===== src/rtl/cmp_timer_pkg.sv =====
package cmp_timer_pkg;

  localparam logic [1:0] ADDR_CTRL = 2'd0;
  localparam logic [1:0] ADDR_CMP  = 2'd1;
  localparam logic [1:0] ADDR_STAT = 2'd2;

  localparam int CTRL_RUN_BIT = 0;
  localparam int CTRL_IE_BIT  = 1;

  // Next counter value for a counter of width w, wrapping to zero.
  function automatic logic [31:0] cnt_advance(input logic [31:0] v, input int unsigned w);
    logic [31:0] mask;
    mask = (w >= 32) ? 32'hFFFF_FFFF : ((32'd1 << w) - 32'd1);
    return (v + 32'd1) & mask;
  endfunction

  // A compare target is usable only when it is above one.
  function automatic logic cmp_ok(input logic [31:0] v);
    return v > 32'd1;
  endfunction

endpackage


===== src/rtl/cmp_timer_regs.sv =====
module cmp_timer_regs
  import cmp_timer_pkg::*;
#(
  parameter int CNT_W = 24
) (
  input  logic             clk,
  input  logic             rst_n,
  input  logic             reg_wr,
  input  logic [1:0]       reg_addr,
  input  logic [CNT_W-1:0] reg_wdata,
  output logic             run,
  output logic             irq_en,
  output logic [CNT_W-1:0] cmp,
  output logic             stat_clr,
  output logic             ctrl_we
);

  logic cmp_we;
  logic cmp_accept;

  assign ctrl_we    = reg_wr && (reg_addr == ADDR_CTRL);
  assign cmp_we     = reg_wr && (reg_addr == ADDR_CMP);
  assign cmp_accept = cmp_we && cmp_ok(32'(reg_wdata));
  assign stat_clr   = reg_wr && (reg_addr == ADDR_STAT) && reg_wdata[0];

  always_ff @(posedge clk or negedge rst_n) begin
    if (!rst_n) begin
      run    <= 1'b0;
      irq_en <= 1'b0;
    end else if (ctrl_we) begin
      run    <= reg_wdata[CTRL_RUN_BIT];
      irq_en <= reg_wdata[CTRL_IE_BIT];
    end
  end

  always_ff @(posedge clk or negedge rst_n) begin
    if (!rst_n)          cmp <= '1;
    else if (cmp_accept) cmp <= reg_wdata;
  end


  cmp_reject_chk: assert property (@(posedge clk) disable iff (!rst_n)
    (cmp_we && reg_wdata <= CNT_W'(1)) |=> $stable(cmp));


  cmp_load_chk: assert property (@(posedge clk) disable iff (!rst_n)
    (cmp_we && reg_wdata > CNT_W'(1)) |=> (cmp == $past(reg_wdata)));


  cmp_range_chk: assert property (@(posedge clk) disable iff (!rst_n)
    cmp > CNT_W'(1));

endmodule


===== src/rtl/cmp_timer_count.sv =====
module cmp_timer_count
  import cmp_timer_pkg::*;
#(
  parameter int CNT_W = 24
) (
  input  logic             clk,
  input  logic             rst_n,
  input  logic             step,
  input  logic             clr,
  output logic [CNT_W-1:0] cnt,
  output logic [CNT_W-1:0] nxt,
  output logic             adv
);

  localparam logic [CNT_W-1:0] CNT_MAX = '1;

  assign nxt = CNT_W'(cnt_advance(32'(cnt), CNT_W));
  assign adv = step && !clr;

  always_ff @(posedge clk or negedge rst_n) begin
    if (!rst_n)    cnt <= '0;
    else if (clr)  cnt <= '0;
    else if (step) cnt <= nxt;
  end


  step_inc_chk: assert property (@(posedge clk) disable iff (!rst_n)
    (adv && cnt != CNT_MAX) |=> (cnt == CNT_W'($past(cnt) + 1'b1)));


  wrap_zero_chk: assert property (@(posedge clk) disable iff (!rst_n)
    (adv && cnt == CNT_MAX) |=> (cnt == '0));


  hold_chk: assert property (@(posedge clk) disable iff (!rst_n)
    (!step && !clr) |=> $stable(cnt));


  sync_clr_chk: assert property (@(posedge clk) disable iff (!rst_n)
    clr |=> (cnt == '0));

endmodule


===== src/rtl/cmp_timer_match.sv =====
module cmp_timer_match #(
  parameter int CNT_W = 24
) (
  input  logic             clk,
  input  logic             rst_n,
  input  logic             adv,
  input  logic [CNT_W-1:0] nxt,
  input  logic [CNT_W-1:0] cmp,
  input  logic             stat_clr,
  output logic             hit,
  output logic             status
);

  assign hit = adv && (nxt == cmp);

  always_ff @(posedge clk or negedge rst_n) begin
    if (!rst_n)        status <= 1'b0;
    else if (hit)      status <= 1'b1;
    else if (stat_clr) status <= 1'b0;
  end


  hit_sets_chk: assert property (@(posedge clk) disable iff (!rst_n)
    hit |=> status);


  sticky_chk: assert property (@(posedge clk) disable iff (!rst_n)
    (status && !stat_clr) |=> status);


  w1c_chk: assert property (@(posedge clk) disable iff (!rst_n)
    (stat_clr && !hit) |=> !status);


  no_spurious_chk: assert property (@(posedge clk) disable iff (!rst_n)
    (!status && !hit) |=> !status);

endmodule


===== src/rtl/cmp_timer.sv =====
module cmp_timer #(
  parameter int CNT_W = 24
) (
  input  logic             clk,
  input  logic             rst_n,
  input  logic             tick,
  input  logic             cnt_clr,
  input  logic             reg_wr,
  input  logic [1:0]       reg_addr,
  input  logic [CNT_W-1:0] reg_wdata,
  output logic [CNT_W-1:0] count_o,
  output logic [CNT_W-1:0] cmp_o,
  output logic             status_o,
  output logic             irq_o
);

  logic             run;
  logic             irq_en;
  logic             stat_clr;
  logic             ctrl_we;
  logic             step;
  logic             adv;
  logic             hit;
  logic [CNT_W-1:0] nxt;

  cmp_timer_regs #(.CNT_W(CNT_W)) regs_i (
    .clk(clk), .rst_n(rst_n), .reg_wr(reg_wr), .reg_addr(reg_addr),
    .reg_wdata(reg_wdata), .run(run), .irq_en(irq_en), .cmp(cmp_o),
    .stat_clr(stat_clr), .ctrl_we(ctrl_we)
  );

  assign step = run && tick;

  cmp_timer_count #(.CNT_W(CNT_W)) count_i (
    .clk(clk), .rst_n(rst_n), .step(step), .clr(cnt_clr),
    .cnt(count_o), .nxt(nxt), .adv(adv)
  );

  cmp_timer_match #(.CNT_W(CNT_W)) match_i (
    .clk(clk), .rst_n(rst_n), .adv(adv), .nxt(nxt), .cmp(cmp_o),
    .stat_clr(stat_clr), .hit(hit), .status(status_o)
  );

  assign irq_o = status_o && irq_en;


  irq_needs_flag_chk: assert property (@(posedge clk) disable iff (!rst_n)
    irq_o |-> status_o);


  run_kept_chk: assert property (@(posedge clk) disable iff (!rst_n)
    (hit && !ctrl_we) |=> run);


  keeps_counting_chk: assert property (@(posedge clk) disable iff (!rst_n)
    (status_o && adv) |=> (count_o != $past(count_o)));

endmodule


===== config.mk =====
export PLATFORM = sky130hd
export DESIGN_NAME = cmp_timer
export DESIGN_NICKNAME = d
export VERILOG_FILES = /design/src/rtl/cmp_timer_pkg.sv /design/src/rtl/cmp_timer_regs.sv /design/src/rtl/cmp_timer_count.sv /design/src/rtl/cmp_timer_match.sv /design/src/rtl/cmp_timer.sv
export SDC_FILE = /design/constraint.sdc
export NUM_CORES = 1
export LEC_CHECK = 0
export ABC_AREA = 1
export BUFFER_PORTS_ARGS = -buffer_cell sky130_fd_sc_hd__buf_2
export CAP_MARGIN = 0
export CORE_MARGIN = 2
export CORE_UTILIZATION = 50
export CTS_CLUSTER_DIAMETER = 50
export DETAILED_ROUTE_END_ITERATION = 8
export PLACE_DENSITY = 0.81
export SETUP_SLACK_MARGIN = 0.3
export SYNTH_ARGS = -nofsm -noshare
export SYNTH_HDL_FRONTEND = slang
export SYNTH_HIERARCHICAL = 1
export SYNTH_SLANG_ARGS = --single-unit
export TNS_END_PERCENT = 5

===== constraint.sdc =====
create_clock -name clk -period 3.17 [get_ports clk]
set_clock_uncertainty 0.15 [all_clocks]
set_input_delay 0.634 -clock clk [delete_from_list [all_inputs] [get_ports clk]]
set_output_delay 0.634 -clock clk [all_outputs]
set_load 0.03 [all_outputs]

# Yosys cells after proc, flatten, opt, wreduce, memory -nomap -nowiden
# Index checks and enable logic that the tools add are counted.
[word_totals]
wordCells = 27
in_bits = 31
out_inout_bits = 50
register_bits = 51
[op_classes]
order_cmp = 1
eq_ne = 3
n_mux = 4
addsub = 1
n_reduce_logical = 13
[op_table]
columns = ["operator", "count"]
rows = [
  ["$mux W24", 2],
  ["$add A24 B1 Y24 const B", 1],
  ["$eq A24 B24 Y1", 1],
  ["$gt A24 B1 Y1 const B", 1],
  ["$logic_and A1 B1 Y1", 9],
  ["$reduce_bool A2 Y1", 2],
  ["$eq A2 B1 Y1 const B", 1],
  ["$eq A2 B2 Y1 const B", 1],
  ["$logic_not A2 Y1", 1],
  ["$mux W1", 2],
  ["$logic_not A1 Y1", 1],
]

# Logic depth before layout (Yosys ltp)
[logic_depth]
ltp_word = 5
ltp_mapped = 16

# By module
# Netlist, hierarchy kept.
[modules_own_cells]
columns = ["module", "area_each_um2", "cells_per_inst", "n_inst"]
rows = [
  ["cmp_timer_count", 1582.8, 227, 1],
  ["cmp_timer_regs", 1203.7, 139, 1],
  ["cmp_timer_match", 686.9, 158, 1],
  ["cmp_timer", 15.0, 4, 1],
]

# Worst setup path after synthesis
# No wires, ideal clock.
[synth_path]
kind = "flip-flop to flip-flop"
from = "register count_i.cnt[1]"
to = "register match_i.status"
stages_incl_launch_ff = 14
setup_time_ps = 65
arrival_ps = 1989
slack_ps = 966
cell_sequence = "dfrtp_1 > ha_1 > nand2_1 > nor2_4 > nand2_2 > nor2_4 > nand3_1 > and2_1 > xor2_1 > nor2_1 > nand2_1 > nor2_1 > nand3_1 > nand2_1"
[synth_via]
elab_chain_len = 4
elab_cells_between_ends = 5
[synth_lines]
columns = ["item", "line_no", "text"]
rows = [
  ["from (decl)", "cmp_timer_count.sv:10", "output logic [CNT_W-1:0] cnt,"],
  ["from (signal assigned)", "cmp_timer_count.sv:23", "else if (step) cnt <= nxt;"],
  ["$add A24 B1 Y24 *", "cmp_timer_pkg.sv:14", "return (v + 32'd1) & mask;"],
  ["net nxt[20]", "cmp_timer.sv:24", "logic [CNT_W-1:0] nxt;"],
  ["$eq A24 B24 Y1 *", "cmp_timer_match.sv:14", "assign hit = adv && (nxt == cmp);"],
  ["$logic_and A1 B1 Y1 *", "cmp_timer_match.sv:14", ""],
  ["$mux W1 / $reduce_bool A2 Y1 (equally long branches)", "-", ""],
  ["to (signal assigned)", "cmp_timer_match.sv:17", "if (!rst_n) status <= 1'b0;"],
  ["to (signal assigned)", "cmp_timer_match.sv:18", "else if (hit) status <= 1'b1;"],
  ["to (signal assigned)", "cmp_timer_match.sv:19", "else if (stat_clr) status <= 1'b0;"],
  ["to (decl)", "cmp_timer_match.sv:11", "output logic status"],
]
# Mark *: on every way through the listed nets, which the timed path passes. The rest lies on a longest branch.
# A chain may end at the register's enable or synchronous reset.

# Worst setup path after layout
# Same ends and word-level chain as after synthesis.

==> metrics.yaml <==
global_routing:
  grt_pass1_vias: 3013
  gr-total-overflow: 0
  track_usage_pct: 23.2
  grt_pass1_wl_um: 13700
  grt_start_max_net_pins: 43
  antenna_found_initial: 0
power_and_ir_drop:
  pwr-share-clk_pct: 28.3
  p_int_mw: 1.12
  p_sw_mw: 0.533
  power_frac_comb_pct: 23.1
  peakVddDrop_mv: 0.291
  p_leak_nw: 2.19
  p_sw_share_pct: 32.3
  powerDensity_mw_per_mm2: 418
  power_frac_seq_pct: 48.7
worst_setup_path:
  worstPathMaxFanout: 5
  setup.worst_path.start_class: "flip-flop"
  worstPathArrival_ns: 2.32
  cp_top_family: "simple AND/OR/NAND/NOR gates"
  slowest_delay_ns: 0.42
  end_kind: "flip-flop"
  crit_slowest_cell: "dfrtp_1"
  cp_num_buf_inv: 1
  worstPathRequired_ns: 3.27
  critPathKind: "flip-flop to flip-flop"
  cp_cell_sequence: "ha_1 -> nand2_1 -> nor2_4 -> nand3_1 -> xnor2_1 -> inv_1 -> nand2_1 -> nand2_1 -> nor2_1 -> nand3_1 -> nor2_1 -> nand3_1 -> nand2_1"
  path_common_cell: "nand2_1"
timing:
  rsz0062_at_grt: "no"
  drv_slew: 0
  setup_viol: 0
  worst_slack_ns: 0.946
  finalSetupTns_ns: 0
  finalCritPeriodShare_pct: 70.1
  max_slew_margin_pct: 35.1
  fmax_ghz: 0.450
  max_slew.worst_pin.slew_ns: 0.974
  fin_hold_ws_ns: 0.316
  hold_viol_final: 0
  fin_crit_ns: 2.22
final_layout:
  stdcell_count: 662
  postLayoutCoreUtil_pct: 61.4
  antenna_cells: 0
  drive_above_1_share_pct: 24.1
  layout_common_cells: "nand2_1, inv_1, buf_2"
  seq_area_mm2: 0.00131
  nets: 616
  multiInputGateArea_mm2: 0.00166
  num-fill-cells: 600
  area_growth_pct: 18.0
  final_common_cell: "nand2_1"
drt:
  wirelength_um: 8080
  drc: 0
  routedWlPerCell_um: 12.2
  viasPerCell: 4.98
  firstDrtPassIters: 7
  drtIter0Drc: 157
  antenna_left: 0
  via_count: 3294
clocking:
  numCtsBuffers: 5
  cts_setup_buffers: 0
  clock_latency_ns: 0.30
  clk_path_buf_depth: 2
  cts_tree: "yes"
  holdBufCountCts: 0
  ctsResizeCount: 0
  clockRootBuffer: "clkbuf_8"
  clk_pin_slew_ns: 0.09
  cts.sinks: 51
  htree_num_levels: 2
logic_synthesis:
  synth_nets: 532
  synth_warnings: 6
  syn_inst: 500
  synth_area_mm2: 0.00334
  avgSynthCellArea_um2: 6.68
worst_hold_path:
  hold_class: "primary input to asynchronous set/reset pin"
die:
  io_pins: 81
  die-width_um: 85.8
  num_rows: 29
  start_util_pct: 52.0
  die_h_um: 85.8
  fp.dieArea_mm2: 0.00735
  core_area_mm2: 0.00642
placed_design:
  dp_hpwl_um: 6320
  pre_cts_ws_ns: 0.948
  gp_congestion: 0.885
  placedCellCount: 654
  portBuffers: 80
job:
  drv_cap: 0
outcome:
  outcome: "completed"
## through the flow
| stage | power, mW | instance area [um2] |
|---|---|---|
| after floorplan | 1.06 | 3340 |
| after global placement | 1.18 | 3820 |
| after detailed placement | 1.20 | 3820 |
| after CTS | 1.66 | 3940 |
| after global routing | 1.74 | 3940 |
| final | 1.65 | 3940 |
## per-layer routing
layer | share of wire [%] | track usage [%]
met1 | 47 | 31.2
met2 | 48 | 39.1
met3 | 3.9 | 3.27
met4 | 0.94 | 6.78
met5 | 0 | 0
## power groups by stage
stage / clock network, mW / registers, mW / logic [mW]
5_1_grt: 0.509 / 0.813 / 0.420
2_1_floorplan: 0 / 0.909 / 0.154
3_5_place_dp: 0 / 0.814 / 0.382
4_1_cts: 0.478 / 0.802 / 0.384
6_report: 0.467 / 0.803 / 0.380
3_3_place_gp: 0 / 0.811 / 0.372
## flip-flops by register name (all words and copies together), names as in the netlist
register and count:
count_i/cnt 24, match_i/status 1, regs_i/run 1, regs_i/cmp 24
regs_i/irq_en 1
## worst paths after layout
check	slack [ns]	from	cells past startpoint	endpoint
max	0.95	count_i/cnt[1]$_DFFE_PN0P_	13	match_i/status$_DFFE_PN0P_
min	0.32	rst_n	1	regs_i/run$_DFFE_PN0P_
max reg2reg	0.95	count_i/cnt[1]$_DFFE_PN0P_	13	match_i/status$_DFFE_PN0P_
min reg2reg	0.34	regs_i/cmp[21]$_DFFE_PN1P_	2	regs_i/cmp[21]$_DFFE_PN1P_
max in group asynchronous	1.80	rst_n	2	regs_i/cmp[9]$_DFFE_PN1P_
min in group clk	0.34	regs_i/cmp[21]$_DFFE_PN1P_	2	regs_i/cmp[21]$_DFFE_PN1P_
## cell type report
class / instances / share of cell area, %
inverter: 86 / 8.19
tap: 77 / 2.44
sequential: 51 / 33.1
clock buffer: 8 / 3.11
timing repair buffer: 85 / 11.1
multi-input combinational: 355 / 42.0
No activity file was read; power rests on OpenSTA's default activity.
